$ cat src/rtl/bus_steer_pkg.sv
package bus_steer_pkg;
  typedef enum logic {
    MODE_WIDE  = 1'b0,
    MODE_SPLIT = 1'b1
  } bus_mode_e;
endpackage

$ cat src/rtl/steer_mode_ctrl.sv
module steer_mode_ctrl
  import bus_steer_pkg::*;
(
  input  logic      clk_i,
  input  logic      rst_ni,
  input  logic      set_i,
  input  logic      sel_i,
  input  logic      busy_i,
  output bus_mode_e mode_o,
  output logic      err_o
);
  bus_mode_e mode_q;
  logic      err_q;

  always_ff @(posedge clk_i or negedge rst_ni) begin
    if (!rst_ni) begin
      mode_q <= MODE_WIDE;
      err_q  <= 1'b0;
    end else if (set_i) begin
      if (busy_i) err_q  <= 1'b1;
      else        mode_q <= bus_mode_e'(sel_i);
    end
  end

  assign mode_o = mode_q;
  assign err_o  = err_q;

  p_hold_busy_r9: assert property (@(posedge clk_i) disable iff (!rst_ni)
    (set_i && busy_i) |=> ($stable(mode_q) && err_q));
  p_err_sticky_r9: assert property (@(posedge clk_i) disable iff (!rst_ni)
    err_q |=> err_q);
  p_idle_apply_r8: assert property (@(posedge clk_i) disable iff (!rst_ni)
    (set_i && !busy_i) |=> (mode_q == bus_mode_e'($past(sel_i))));
endmodule

$ cat src/rtl/steer_tx_path.sv
module steer_tx_path
  import bus_steer_pkg::*;
#(
  parameter int DATA_W = 64
) (
  input  logic                clk_i,
  input  logic                rst_ni,
  input  bus_mode_e           mode_i,
  input  logic                tx_valid_i,
  input  logic [DATA_W-1:0]   tx_data_i,
  input  logic [DATA_W/8-1:0] tx_be_i,
  output logic [DATA_W-1:0]   dout_o,
  output logic [DATA_W/8-1:0] be_o,
  output logic [1:0]          dout_oe_o,
  output logic [1:0]          be_oe_o,
  output logic                active_o
);
  localparam int NB   = DATA_W / 8;
  localparam int HALF = DATA_W / 2;
  localparam int HB   = NB / 2;

  logic [DATA_W-1:0] nxt_data, data_q;
  logic [NB-1:0]     nxt_be, be_q;
  logic              act_q;

  for (genvar h = 0; h < 2; h++) begin : g_half
    localparam bit UPPER = (h == 1);
    // split mode: low FIFO half rides on the upper pins, lower pins idle
    assign nxt_data[h*HALF +: HALF] = !tx_valid_i ? '0 :
      (mode_i == MODE_WIDE) ? tx_data_i[h*HALF +: HALF] :
      (UPPER ? tx_data_i[HALF-1:0] : '0);
    assign nxt_be[h*HB +: HB] = !tx_valid_i ? '0 :
      (mode_i == MODE_WIDE) ? tx_be_i[h*HB +: HB] :
      (UPPER ? tx_be_i[HB-1:0] : '0);
  end

  always_ff @(posedge clk_i or negedge rst_ni) begin
    if (!rst_ni) begin
      act_q  <= 1'b0;
      data_q <= '0;
      be_q   <= '0;
    end else begin
      act_q  <= tx_valid_i;
      data_q <= nxt_data;
      be_q   <= nxt_be;
    end
  end

  always_comb begin
    if (mode_i == MODE_SPLIT) begin
      dout_oe_o = 2'b10;
      be_oe_o   = 2'b10;
    end else begin
      dout_oe_o = {2{act_q}};
      be_oe_o   = {2{act_q}};
    end
  end

  assign dout_o   = data_q;
  assign be_o     = be_q;
  assign active_o = act_q;

  p_wide_drive_r2: assert property (@(posedge clk_i) disable iff (!rst_ni)
    (tx_valid_i && mode_i == MODE_WIDE) |=> (dout_oe_o == 2'b11 && be_oe_o == 2'b11));
  p_split_low_quiet_r5: assert property (@(posedge clk_i) disable iff (!rst_ni)
    (mode_i == MODE_SPLIT && !act_q) |-> (dout_o == '0 && be_o == '0));
endmodule

$ cat src/rtl/steer_rx_path.sv
module steer_rx_path
  import bus_steer_pkg::*;
#(
  parameter int DATA_W = 64
) (
  input  logic                clk_i,
  input  logic                rst_ni,
  input  bus_mode_e           mode_i,
  input  logic                rx_valid_i,
  input  logic                drive_act_i,
  input  logic [DATA_W-1:0]   din_i,
  input  logic [DATA_W/8-1:0] be_i,
  output logic                wr_o,
  output logic [DATA_W-1:0]   data_o,
  output logic [DATA_W/8-1:0] mask_o
);
  localparam int NB   = DATA_W / 8;
  localparam int HALF = DATA_W / 2;
  localparam int HB   = NB / 2;

  logic [NB-1:0]     lane_en, mask_q;
  logic [DATA_W-1:0] nxt_data, data_q;
  logic              accept, wr_q;

  // wide mode: bus owned by a write this cycle, no sample
  assign accept = rx_valid_i && !(mode_i == MODE_WIDE && drive_act_i);

  for (genvar b = 0; b < NB; b++) begin : g_lane
    localparam bit RX_LANE = (b < HB);
    assign lane_en[b] = be_i[b] && (mode_i == MODE_WIDE || RX_LANE);
    assign nxt_data[8*b +: 8] = lane_en[b] ? din_i[8*b +: 8] : 8'h00;

    p_zero_lane_r3: assert property (@(posedge clk_i) disable iff (!rst_ni)
      (wr_q && !mask_q[b]) |-> (data_q[8*b +: 8] == 8'h00));
  end

  always_ff @(posedge clk_i or negedge rst_ni) begin
    if (!rst_ni) begin
      wr_q   <= 1'b0;
      data_q <= '0;
      mask_q <= '0;
    end else begin
      wr_q <= accept;
      if (accept) begin
        data_q <= nxt_data;
        mask_q <= lane_en;
      end
    end
  end

  assign wr_o   = wr_q;
  assign data_o = data_q;
  assign mask_o = mask_q;

  p_conflict_drop_r4: assert property (@(posedge clk_i) disable iff (!rst_ni)
    (rx_valid_i && mode_i == MODE_WIDE && drive_act_i) |=> !wr_q);
  p_split_upper_clear_r7: assert property (@(posedge clk_i) disable iff (!rst_ni)
    (wr_q && mode_i == MODE_SPLIT) |-> (mask_q[NB-1:HB] == '0 && data_q[DATA_W-1:HALF] == '0));
endmodule

$ cat src/rtl/bus_mode_steer.sv
module bus_mode_steer
  import bus_steer_pkg::*;
#(
  parameter int DATA_W = 64
) (
  input  logic                clk_i,
  input  logic                rst_ni,
  input  logic                mode_set_i,
  input  logic                mode_sel_i,
  output logic                mode_o,
  output logic                cfg_err_o,
  input  logic                tx_valid_i,
  input  logic [DATA_W-1:0]   tx_data_i,
  input  logic [DATA_W/8-1:0] tx_be_i,
  input  logic                rx_valid_i,
  output logic                rx_wr_o,
  output logic [DATA_W-1:0]   rx_data_o,
  output logic [DATA_W/8-1:0] rx_mask_o,
  input  logic [DATA_W-1:0]   bus_din_i,
  output logic [DATA_W-1:0]   bus_dout_o,
  output logic [1:0]          bus_oe_o,
  input  logic [DATA_W/8-1:0] be_din_i,
  output logic [DATA_W/8-1:0] be_dout_o,
  output logic [1:0]          be_oe_o
);
  bus_mode_e mode;
  logic      tx_act, busy;

  assign busy = tx_valid_i | rx_valid_i | tx_act | rx_wr_o;

  steer_mode_ctrl u_mode (
    .clk_i  (clk_i),
    .rst_ni (rst_ni),
    .set_i  (mode_set_i),
    .sel_i  (mode_sel_i),
    .busy_i (busy),
    .mode_o (mode),
    .err_o  (cfg_err_o)
  );

  steer_tx_path #(.DATA_W(DATA_W)) u_tx (
    .clk_i      (clk_i),
    .rst_ni     (rst_ni),
    .mode_i     (mode),
    .tx_valid_i (tx_valid_i),
    .tx_data_i  (tx_data_i),
    .tx_be_i    (tx_be_i),
    .dout_o     (bus_dout_o),
    .be_o       (be_dout_o),
    .dout_oe_o  (bus_oe_o),
    .be_oe_o    (be_oe_o),
    .active_o   (tx_act)
  );

  steer_rx_path #(.DATA_W(DATA_W)) u_rx (
    .clk_i       (clk_i),
    .rst_ni      (rst_ni),
    .mode_i      (mode),
    .rx_valid_i  (rx_valid_i),
    .drive_act_i (tx_act),
    .din_i       (bus_din_i),
    .be_i        (be_din_i),
    .wr_o        (rx_wr_o),
    .data_o      (rx_data_o),
    .mask_o      (rx_mask_o)
  );

  assign mode_o = mode;

  p_split_oe_r6: assert property (@(posedge clk_i) disable iff (!rst_ni)
    (mode == MODE_SPLIT) |-> (bus_oe_o == 2'b10 && be_oe_o == 2'b10));
  p_wide_idle_oe_r2: assert property (@(posedge clk_i) disable iff (!rst_ni)
    (mode == MODE_WIDE && !tx_act) |-> (bus_oe_o == 2'b00 && be_oe_o == 2'b00));
  p_reset_quiet_r1: assert property (@(posedge clk_i)
    !rst_ni |-> (!rx_wr_o && !cfg_err_o && mode == MODE_WIDE));
endmodule

$ cat config.mk
export PLATFORM = sky130hd
export DESIGN_NAME = bus_mode_steer
export DESIGN_NICKNAME = d
export VERILOG_FILES = /design/src/rtl/bus_steer_pkg.sv /design/src/rtl/steer_mode_ctrl.sv /design/src/rtl/steer_tx_path.sv /design/src/rtl/steer_rx_path.sv /design/src/rtl/bus_mode_steer.sv
export SDC_FILE = /design/constraint.sdc
export NUM_CORES = 1
export LEC_CHECK = 0
export ABC_AREA = 1
export ABC_CLOCK_PERIOD_IN_PS = 1300
export BUFFER_PORTS_ARGS = -buffer_cell sky130_fd_sc_hd__buf_2
export CAP_MARGIN = 40
export CORE_MARGIN = 3
export CORE_UTILIZATION = 44
export CTS_CLUSTER_DIAMETER = 150
export DETAILED_ROUTE_END_ITERATION = 12
export HOLD_SLACK_MARGIN = 0.06
export PLACE_DENSITY_LB_ADDON = 0.05
export SYNTH_ARGS = -nofsm -noshare
export SYNTH_HDL_FRONTEND = slang
export SYNTH_SLANG_ARGS = --single-unit
$ cat constraint.sdc
create_clock -name clk_i -period 1.3 [get_ports clk_i]
set_input_delay 0.065 -clock clk_i [delete_from_list [all_inputs] [get_ports clk_i]]
set_output_delay 0.065 -clock clk_i [all_outputs]
set_load 0.05 [all_outputs]
-- Yosys cells after proc, flatten, opt, wreduce, memory -nomap -nowiden
Index checks and enable logic that the tools add are counted.
Widths: inputs -> output; s select.
- flip-flop bits (word level): 148
- input port bits: 150
- output and inout port bits: 151
- word-level logic and storage cells: 39
- muxes and demuxes: 17
- bitwise logic cells: 5
- reductions and logical operators: 9
- operator list (operator ; number):
    $mux 32 ; 4
    $mux 8 ; 8
    $mux 4 ; 4
    $logic_and 1x1->1 ; 6
    $reduce_and 2->1 ; 2
    $or 1x1->1 ; 3
    $mux 2 ; 1
    $not 1->1 ; 2
    $logic_not 1->1 ; 1

-- Longest topological paths before layout
Gate-level depths: netlist (run 1).
- depth after elaboration: 5
- mapped depth: 8
- mapped depth without buffers: 6

-- Modules after synthesis
Synthesis (run 1) repeated with hierarchy kept, for this count alone.
- cells, all modules: 768
- area total of the unflattened synthesis: 6254.7 µm²
- by module, submodules not included (module ; instances ; cells an instance ; area an instance (µm²) ; seq. area each (µm²)):
    steer_rx_path ; 1 ; 446 ; 3306.9 ; 1826.8
    steer_tx_path ; 1 ; 311 ; 2857.7 ; 1826.8
    steer_mode_ctrl ; 1 ; 8 ; 78.8 ; 50.0
    bus_mode_steer ; 1 ; 3 ; 11.3 ; 0.0

-- Worst setup path after synthesis (run 1)
Ideal clock, no wire load.
- path kind: reg-to-output
- from: register u_mode.mode_q, in the netlist u_mode.mode_o
- to: output port bus_oe_o[1]
- arrival: 1.614 ns
- data required time: 1.235 ns
- setup slack: -0.379 ns
- cell stages (with the launch flop): 5
- buffers on the path: 2
- path through: dfrtp_1 > buf_4 > nor2_2 > inv_1 > buf_4
- word-level cells in the longest chain between the ends: 1
- ends and longest elaborated chain (element ; RTL line ; text):
    start: declaration ; steer_mode_ctrl.sv:12 ; bus_mode_e mode_q;
    start signal: assignment ; steer_mode_ctrl.sv:21 ; else mode_q <= bus_mode_e'(sel_i);
    $mux 2 ; n/a ;
    end: declaration ; bus_mode_steer.sv:21 ; output logic [1:0] bus_oe_o,
No other way between the ends.

-- Final worst setup path (run 1)
- from: register u_tx.act_q, in the netlist u_tx.active_o
- to: output port be_oe_o[1]
- word-level cells in the longest chain between the ends: 1
- ends and longest elaborated chain (element ; RTL line ; text):
    start: declaration ; steer_tx_path.sv:24 ; logic act_q;
    start signal: assignment ; steer_tx_path.sv:43 ; act_q <= tx_valid_i;
    $mux 2 ; steer_tx_path.sv:50 ; if (mode_i == MODE_SPLIT) begin
    end: declaration ; bus_mode_steer.sv:24 ; output logic [1:0] be_oe_o
No other way between the ends.

==> impl_metrics.json, run 1 <==
{
  "worstSetupPathType": "reg2out",
  "layout-drive-gt1-share_pct": 43.1,
  "ir_drop_v": 0.00113,
  "antenna_cells": 0,
  "report.final.hold_viol_count": 0,
  "final_cell_mix": "290 x buf_2, 184 x dlygate4sd3_1, 146 x dfrtp_1, 97 x nand2_1, 40 x nand2_2",
  "grt_overflow": 0,
  "htreeDepth": 4,
  "yosys.area_share.simple_pct": 16.4,
  "worst_pin_slew_ns": 0.435,
  "violations": "setup timing",
  "via_per_inst": 5.27,
  "grt_pass1_vias": 6688,
  "cts_tree": "built",
  "grt_usage_pct": 31.5,
  "fin_crit_ns": 1.41,
  "power_density_mw_per_mm2": 1500,
  "grt_pass1_wl_mm": 34.3,
  "ff2ff_path_depth": 8,
  "synth_top_family_by_area": "simple AND/OR/NAND/NOR gates",
  "multi_input_area_mm2": 0.00185,
  "critical_path.top_delay_family": "flip-flops",
  "yosysWarnings": 0,
  "finalInstanceArea_mm2": 0.0107,
  "ant_nets": 0,
  "synthesis.area_mm2": 0.00553,
  "outcome": "finished with violations",
  "nets": 1222,
  "ys_seq_area_share_pct": 66.9,
  "drt-pass1-iter-count": 6,
  "place_ws_ns": 0.0930,
  "rows": 40,
  "fmax_mhz": 708,
  "die_y_um": 118,
  "synth-compound-area-share_pct": 10.1,
  "drv_slew": 0,
  "syn_area_per_cell_um2": 9.83,
  "critical_path.startpoint": "u_tx.active_o",
  "critPathMaxFanout": 3,
  "crit_arrival_ns": 1.35,
  "end_kind": "primary output",
  "clock-sinks": 148,
  "start_util_pct": 45.5,
  "io_pins": 301,
  "fin_util_pct": 87.7,
  "rsz0062_at_grt": "yes",
  "clock-root-buffer": "clkbuf_16",
  "r2r_start": "u_mode.mode_o",
  "postSynthCellCount": 563,
  "path_cells": "nor2_4 -> clkinvlp_4 -> buf_6",
  "static-leakage-power_nw": 5.69,
  "grt_max_degree": 41,
  "die_area_mm2": 0.0140,
  "synthAdderAreaFrac_pct": 0,
  "setup_viol": 50,
  "drt-initial-drc-count": 722,
  "synth-seq-cells": 148,
  "cp.required_ns": 1.24,
  "layout_commonest_cell": "buf_2",
  "placed_cells": 1010,
  "synthToLayoutAreaGrowth_pct": 92.7,
  "seqCellArea_mm2": 0.00371,
  "cp_slowest_stage_delay_ns": 0.44,
  "cts_buffer_depth": 2,
  "clk_latency_ns": 0.43,
  "vias": 6609,
  "finalWirelength_mm": 25.8,
  "slew_headroom_pct": 71.0,
  "crit_buf_inv": 2,
  "antenna_found_initial": 0,
  "cpMaxStageDelayCell": "dfrtp_2",
  "synth_xor_area_share_pct": 0,
  "skew_ns": 0.00896,
  "ys_types": 19,
  "place_congestion": 0.809,
  "port_buffers": 300,
  "start_kind": "flop",
  "synth_nets": 713,
  "cap_viol_max_count": 0,
  "min_period_over_period_pct": 109,
  "core-area_mm2": 0.0122,
  "cp_num_cells": 3,
  "die_x_um": 118,
  "cts_made_buffers": 17,
  "nFillCells": 540,
  "final_cell_count_no_fill": 1253,
  "post-dp-hpwl_mm": 11.6,
  "drc_errors": 0,
  "power_w": 0.0160,
  "hold_class": "in2async",
  "drt-wirelength-per-cell_um": 20.6,
  "place_area_mm2": 0.00729,
  "worst_slack_ns": -0.112,
  "synthMuxAreaShare_pct": 0,
  "path_clk_slew_ns": 0.06
}
==> worst register-to-register path: cells and delay by family (launching register included) <==
family / cells / cell delay (ns)
and+or+nand+nor: 3 / 0.23
buffers and inverters: 4 / 0.54
AOI/OAI and AO/OA: 1 / 0.07
DFF: 1 / 0.43
==> state kept, by name, summed over array words and instances, names as in the netlist <==
signal	cells
u_tx.active_o	1
u_rx.data_o	64
u_mode.err_o	1
u_rx.mask_o	8
u_mode.mode_o	1
u_rx.wr_o	1
u_tx.be_o	8
u_tx.dout_o	64
==> cell families (layout without fill, tap and decap cells) <==
logic type | after synthesis | after routing
buffers and inverters | 78 | 599
and+or+nand+nor | 229 | 230
DFF | 148 | 148
AOI/OAI and AO/OA | 108 | 108
==> cells in the mapped netlist, drive strengths merged <==
master	instances	share of area (%)
nand2	155	11
dfrtp	148	67
o21ai	71	6.7
inv	43	2.9
nor2	40	2.8
a21oi	36	3.3
nand3	33	3.0
buf	25	3.0
clkbuf	10	0.68
a21o	1	0.14
nand4	1	0.11
==> power breakdown <==
part / internal, W / switching, W / leakage (nW) / total (W)
sequential: 0.00512 / 0.000332 / 1.92 / 0.00545
clock: 0.00327 / 0.00194 / 0.306 / 0.00522
combinational: 0.00173 / 0.00358 / 3.46 / 0.00531
total: 0.0101 / 0.00586 / 5.69 / 0.0160
==> stage by stage <==
stage               hold WS [ns]  TNS [ns]
finish                     0.132     -2.15
detailed placement        0.0123         0
CTS                        0.104    -0.494
global route               0.154     -5.24
global placement         0.00845         0
floorplan                 -0.231     -3.95
==> final timing paths <==
check,to,slack [ns]
max,be_oe_o[1],-0.11
max reg2reg,u_rx.data_o[0],-0.08
min reg2reg,u_mode.err_o,0.46
min in group clk_i,u_rx.wr_o,0.23
min,u_rx.data_o[19],0.13
max in group asynchronous,u_rx.wr_o,0.61
==> repair_timing <==
item | 4_1_cts | 5_1_grt
hold buffers | 184 | 0
buffers inserted | 8 | 3
pin swaps | 2 | 3
endpoints found under the setup margin | 5 | 93
gates resized for setup | 19 | 164
gates cloned | 2 | 16
endpoints found under the hold margin | 295 | 0
==> routing by layer <==
| layer | global-route usage [%] | wire length, um | up-vias |
|---|---|---|---|
| met5 | 0 | 0 | - |
| met4 | 15.7 | 1480 | 0 |
| met3 | 10.2 | 2200 | 126 |
| met2 | 54.7 | 13400 | 466 |
| met1 | 34.5 | 8760 | 3206 |
| li1 | - | - | 2811 |
==> cell type report <==
cell class	instances	area share (%)
timing repair buffer	524	38.5
sequential	148	34.7
multi-input combinational	338	17.3
clock buffer	24	4.70
tap	168	1.97
inverter	43	1.65
clock inverter	8	1.14
(Power assumes the default switching activity.)
==> inputs of run 2 (changes only) <==
ABC_AREA = unset   (was 1)
CORE_UTILIZATION = 45   (was 44)
==> impl_metrics.json, run 2 <==
{
  "outcome": "finished with violations",
  "violations": "setup timing",
  "worst_pin_slew_ns": 0.356,
  "ant_nets": 0,
  "layout-drive-gt1-share_pct": 46.4,
  "clock-root-buffer": "clkbuf_16",
  "ys_seq_area_share_pct": 66.3,
  "ys_types": 23,
  "synthToLayoutAreaGrowth_pct": 88.3,
  "synth_top_cells_by_area": "dfrtp_1 66%, mux2i_1 6.5%, o21ai_0 5.4%",
  "grt_pass1_vias": 6287,
  "port_buffers": 300,
  "cts_buffer_depth": 2,
  "setup_viol": 119,
  "antenna_found_initial": 1,
  "nFillCells": 568,
  "worst_slack_ns": -0.213,
  "cpMaxStageDelayCell": "dfrtp_1",
  "ys.flop_type": "dfrtp_1",
  "async_reset_ff_share_pct": 100,
  "finalInstanceArea_mm2": 0.0105,
  "crit_arrival_ns": 1.78,
  "r2r_slack_ns": -0.21,
  "crit_top_cell": "o21ai_0",
  "seqCellArea_mm2": 0.00371,
  "power_density_mw_per_mm2": 1460,
  "drt-initial-drc-count": 491,
  "skew_ns": 0.00806,
  "min_period_over_period_pct": 116,
  "io_pins": 301,
  "place_ws_ns": -0.165,
  "place_congestion": 0.810,
  "worstSetupPathType": "reg2reg",
  "start_kind": "flop",
  "cts_hold_buf": 176,
  "ir_drop_v": 0.00108,
  "cap_viol_max_count": 0,
  "grt_pass1_wl_mm": 34.1,
  "finalWirelength_mm": 23.8,
  "synth_nets": 593,
  "grt_usage_pct": 32.0,
  "path_cells": "buf_6 -> nor2b_4 -> buf_4 -> o21ai_0 -> o21ai_0",
  "layout_commonest_cell": "buf_2",
  "multi_input_area_mm2": 0.00196,
  "hold_class": "in2reg",
  "fmax_mhz": 661,
  "static-leakage-power_nw": 5.46,
  "final_cell_count_no_fill": 1132,
  "synth_top_cell_area_share_pct": 66.3,
  "cts_made_buffers": 17,
  "postSynthCellCount": 443,
  "nets": 1102,
  "rows": 40,
  "clock-sinks": 148,
  "synth_most_common_cell": "dfrtp_1",
  "yosysWarnings": 0,
  "synth_area_leader_cell": "dfrtp_1",
  "cts_tree": "built",
  "vias": 5805,
  "grt_overflow": 0,
  "synthesis.area_mm2": 0.00558,
  "tns_ns": -7.26,
  "drt-wirelength-per-cell_um": 21.0,
  "critPathMaxFanout": 17,
  "final_cell_mix": "293 x buf_2, 176 x dlygate4sd3_1, 146 x dfrtp_1, 36 x nor2b_1",
  "grt_max_degree": 66,
  "synth_edf_count": 0,
  "start_util_pct": 46.3,
  "drc_errors": 0,
  "die_x_um": 117,
  "synth-seq-cells": 148,
  "post-dp-hpwl_mm": 11.6,
  "end_kind": "flop",
  "cp_slowest_stage_delay_ns": 0.39,
  "clk_latency_ns": 0.42,
  "drt-pass1-iter-count": 5,
  "die_y_um": 117,
  "core-area_mm2": 0.0121,
  "via_per_inst": 5.13,
  "path_clk_slew_ns": 0.06,
  "placed_cells": 897,
  "place_area_mm2": 0.00738,
  "slew_headroom_pct": 76.2,
  "drv_slew": 0,
  "cp.required_ns": 1.57,
  "syn_area_per_cell_um2": 12.6,
  "fin_crit_ns": 1.51,
  "die_area_mm2": 0.0138,
  "report.final.hold_viol_count": 0,
  "htreeDepth": 4,
  "synthTopCellsByCount": "148 x dfrtp_1, 60 x o21ai_0, 37 x nor2b_1",
  "rsz0062_at_grt": "yes"
}
## run 2: what timing repair did
item	in CTS	in global routing
setup endpoints to repair	57	140
buffers inserted	8	10
endpoints found under the hold margin	290	1
gates resized for setup	69	111
gates cloned	3	11
pin swaps	8	38
## run 2: area by class of cell
cell class,instances,share of cell area [%]
Tap cell,168,2.00
Inverter,4,0.167
Sequential cell,148,35.2
Clock inverter,6,0.286
Multi-Input combinational cell,256,18.6
Timing Repair Buffer,525,39.1
Antenna cell,1,0.0238
Clock buffer,24,4.58
## run 2: critical path: cells and delay by family (launching register included)
kind	cells	cell delay, ns
buffers and inverters	2	0.35
AND/OR/NAND/NOR	1	0.13
AO/OA/AOI/OAI	2	0.50
flip-flops	1	0.39
## run 2: cell families (layout without fill, tap and decap cells)
family	after synthesis	in the layout	synth area share [%]
AOI/OAI and AO/OA	101	101	11.4
buffers and inverters	39	559	3.38
DFF	148	148	66.3
muxes	41	41	7.53
other	0	1	0
and+or+nand+nor	114	114	11.3
## run 2: final timing paths
path,endpoint,start,cells after the start
setup / recovery,u_rx.data_o[18],u_tx.active_o,5
hold reg to reg,u_mode.err_o,u_mode.err_o,1
hold / removal,u_mode.err_o,tx_valid_i,3
max in group asynchronous,u_rx.data_o[17],rst_ni,3
setup reg to reg,u_rx.data_o[18],u_tx.active_o,5
min in group asynchronous,u_rx.data_o[15],rst_ni,3
## run 2: stage by stage
step | hold WS, ns | util (%) | power (W)
floorplan | -0.231 | - | 0.00820
global placement | -0.131 | 61.2 | 0.00939
detailed placement | -0.131 | 61.2 | 0.00944
CTS | 0.00326 | 82.6 | 0.0146
global route | 0.0134 | 87.2 | 0.0158
finish | 0.0150 | 87.2 | 0.0153
## run 2: routing by layer
metal / wire length [um] / share of wire (%) / global-route usage (%) / up-vias
met5: 0 / 0 / 0 / -
met4: 1200 / 5.0 / 17.4 / 0
met3: 1870 / 7.8 / 10.2 / 82
met2: 12800 / 54 / 56.3 / 346
met1: 7890 / 33 / 34.1 / 2846
li1: - / - / - / 2531
## run 2: where the power goes
| group | switching [W] | leakage (nW) | total (W) | internal [W] |
|---|---|---|---|---|
| sequential | 0.000278 | 1.93 | 0.00539 | 0.00511 |
| combinational | 0.00344 | 3.27 | 0.00558 | 0.00214 |
| clock | 0.00182 | 0.259 | 0.00437 | 0.00255 |
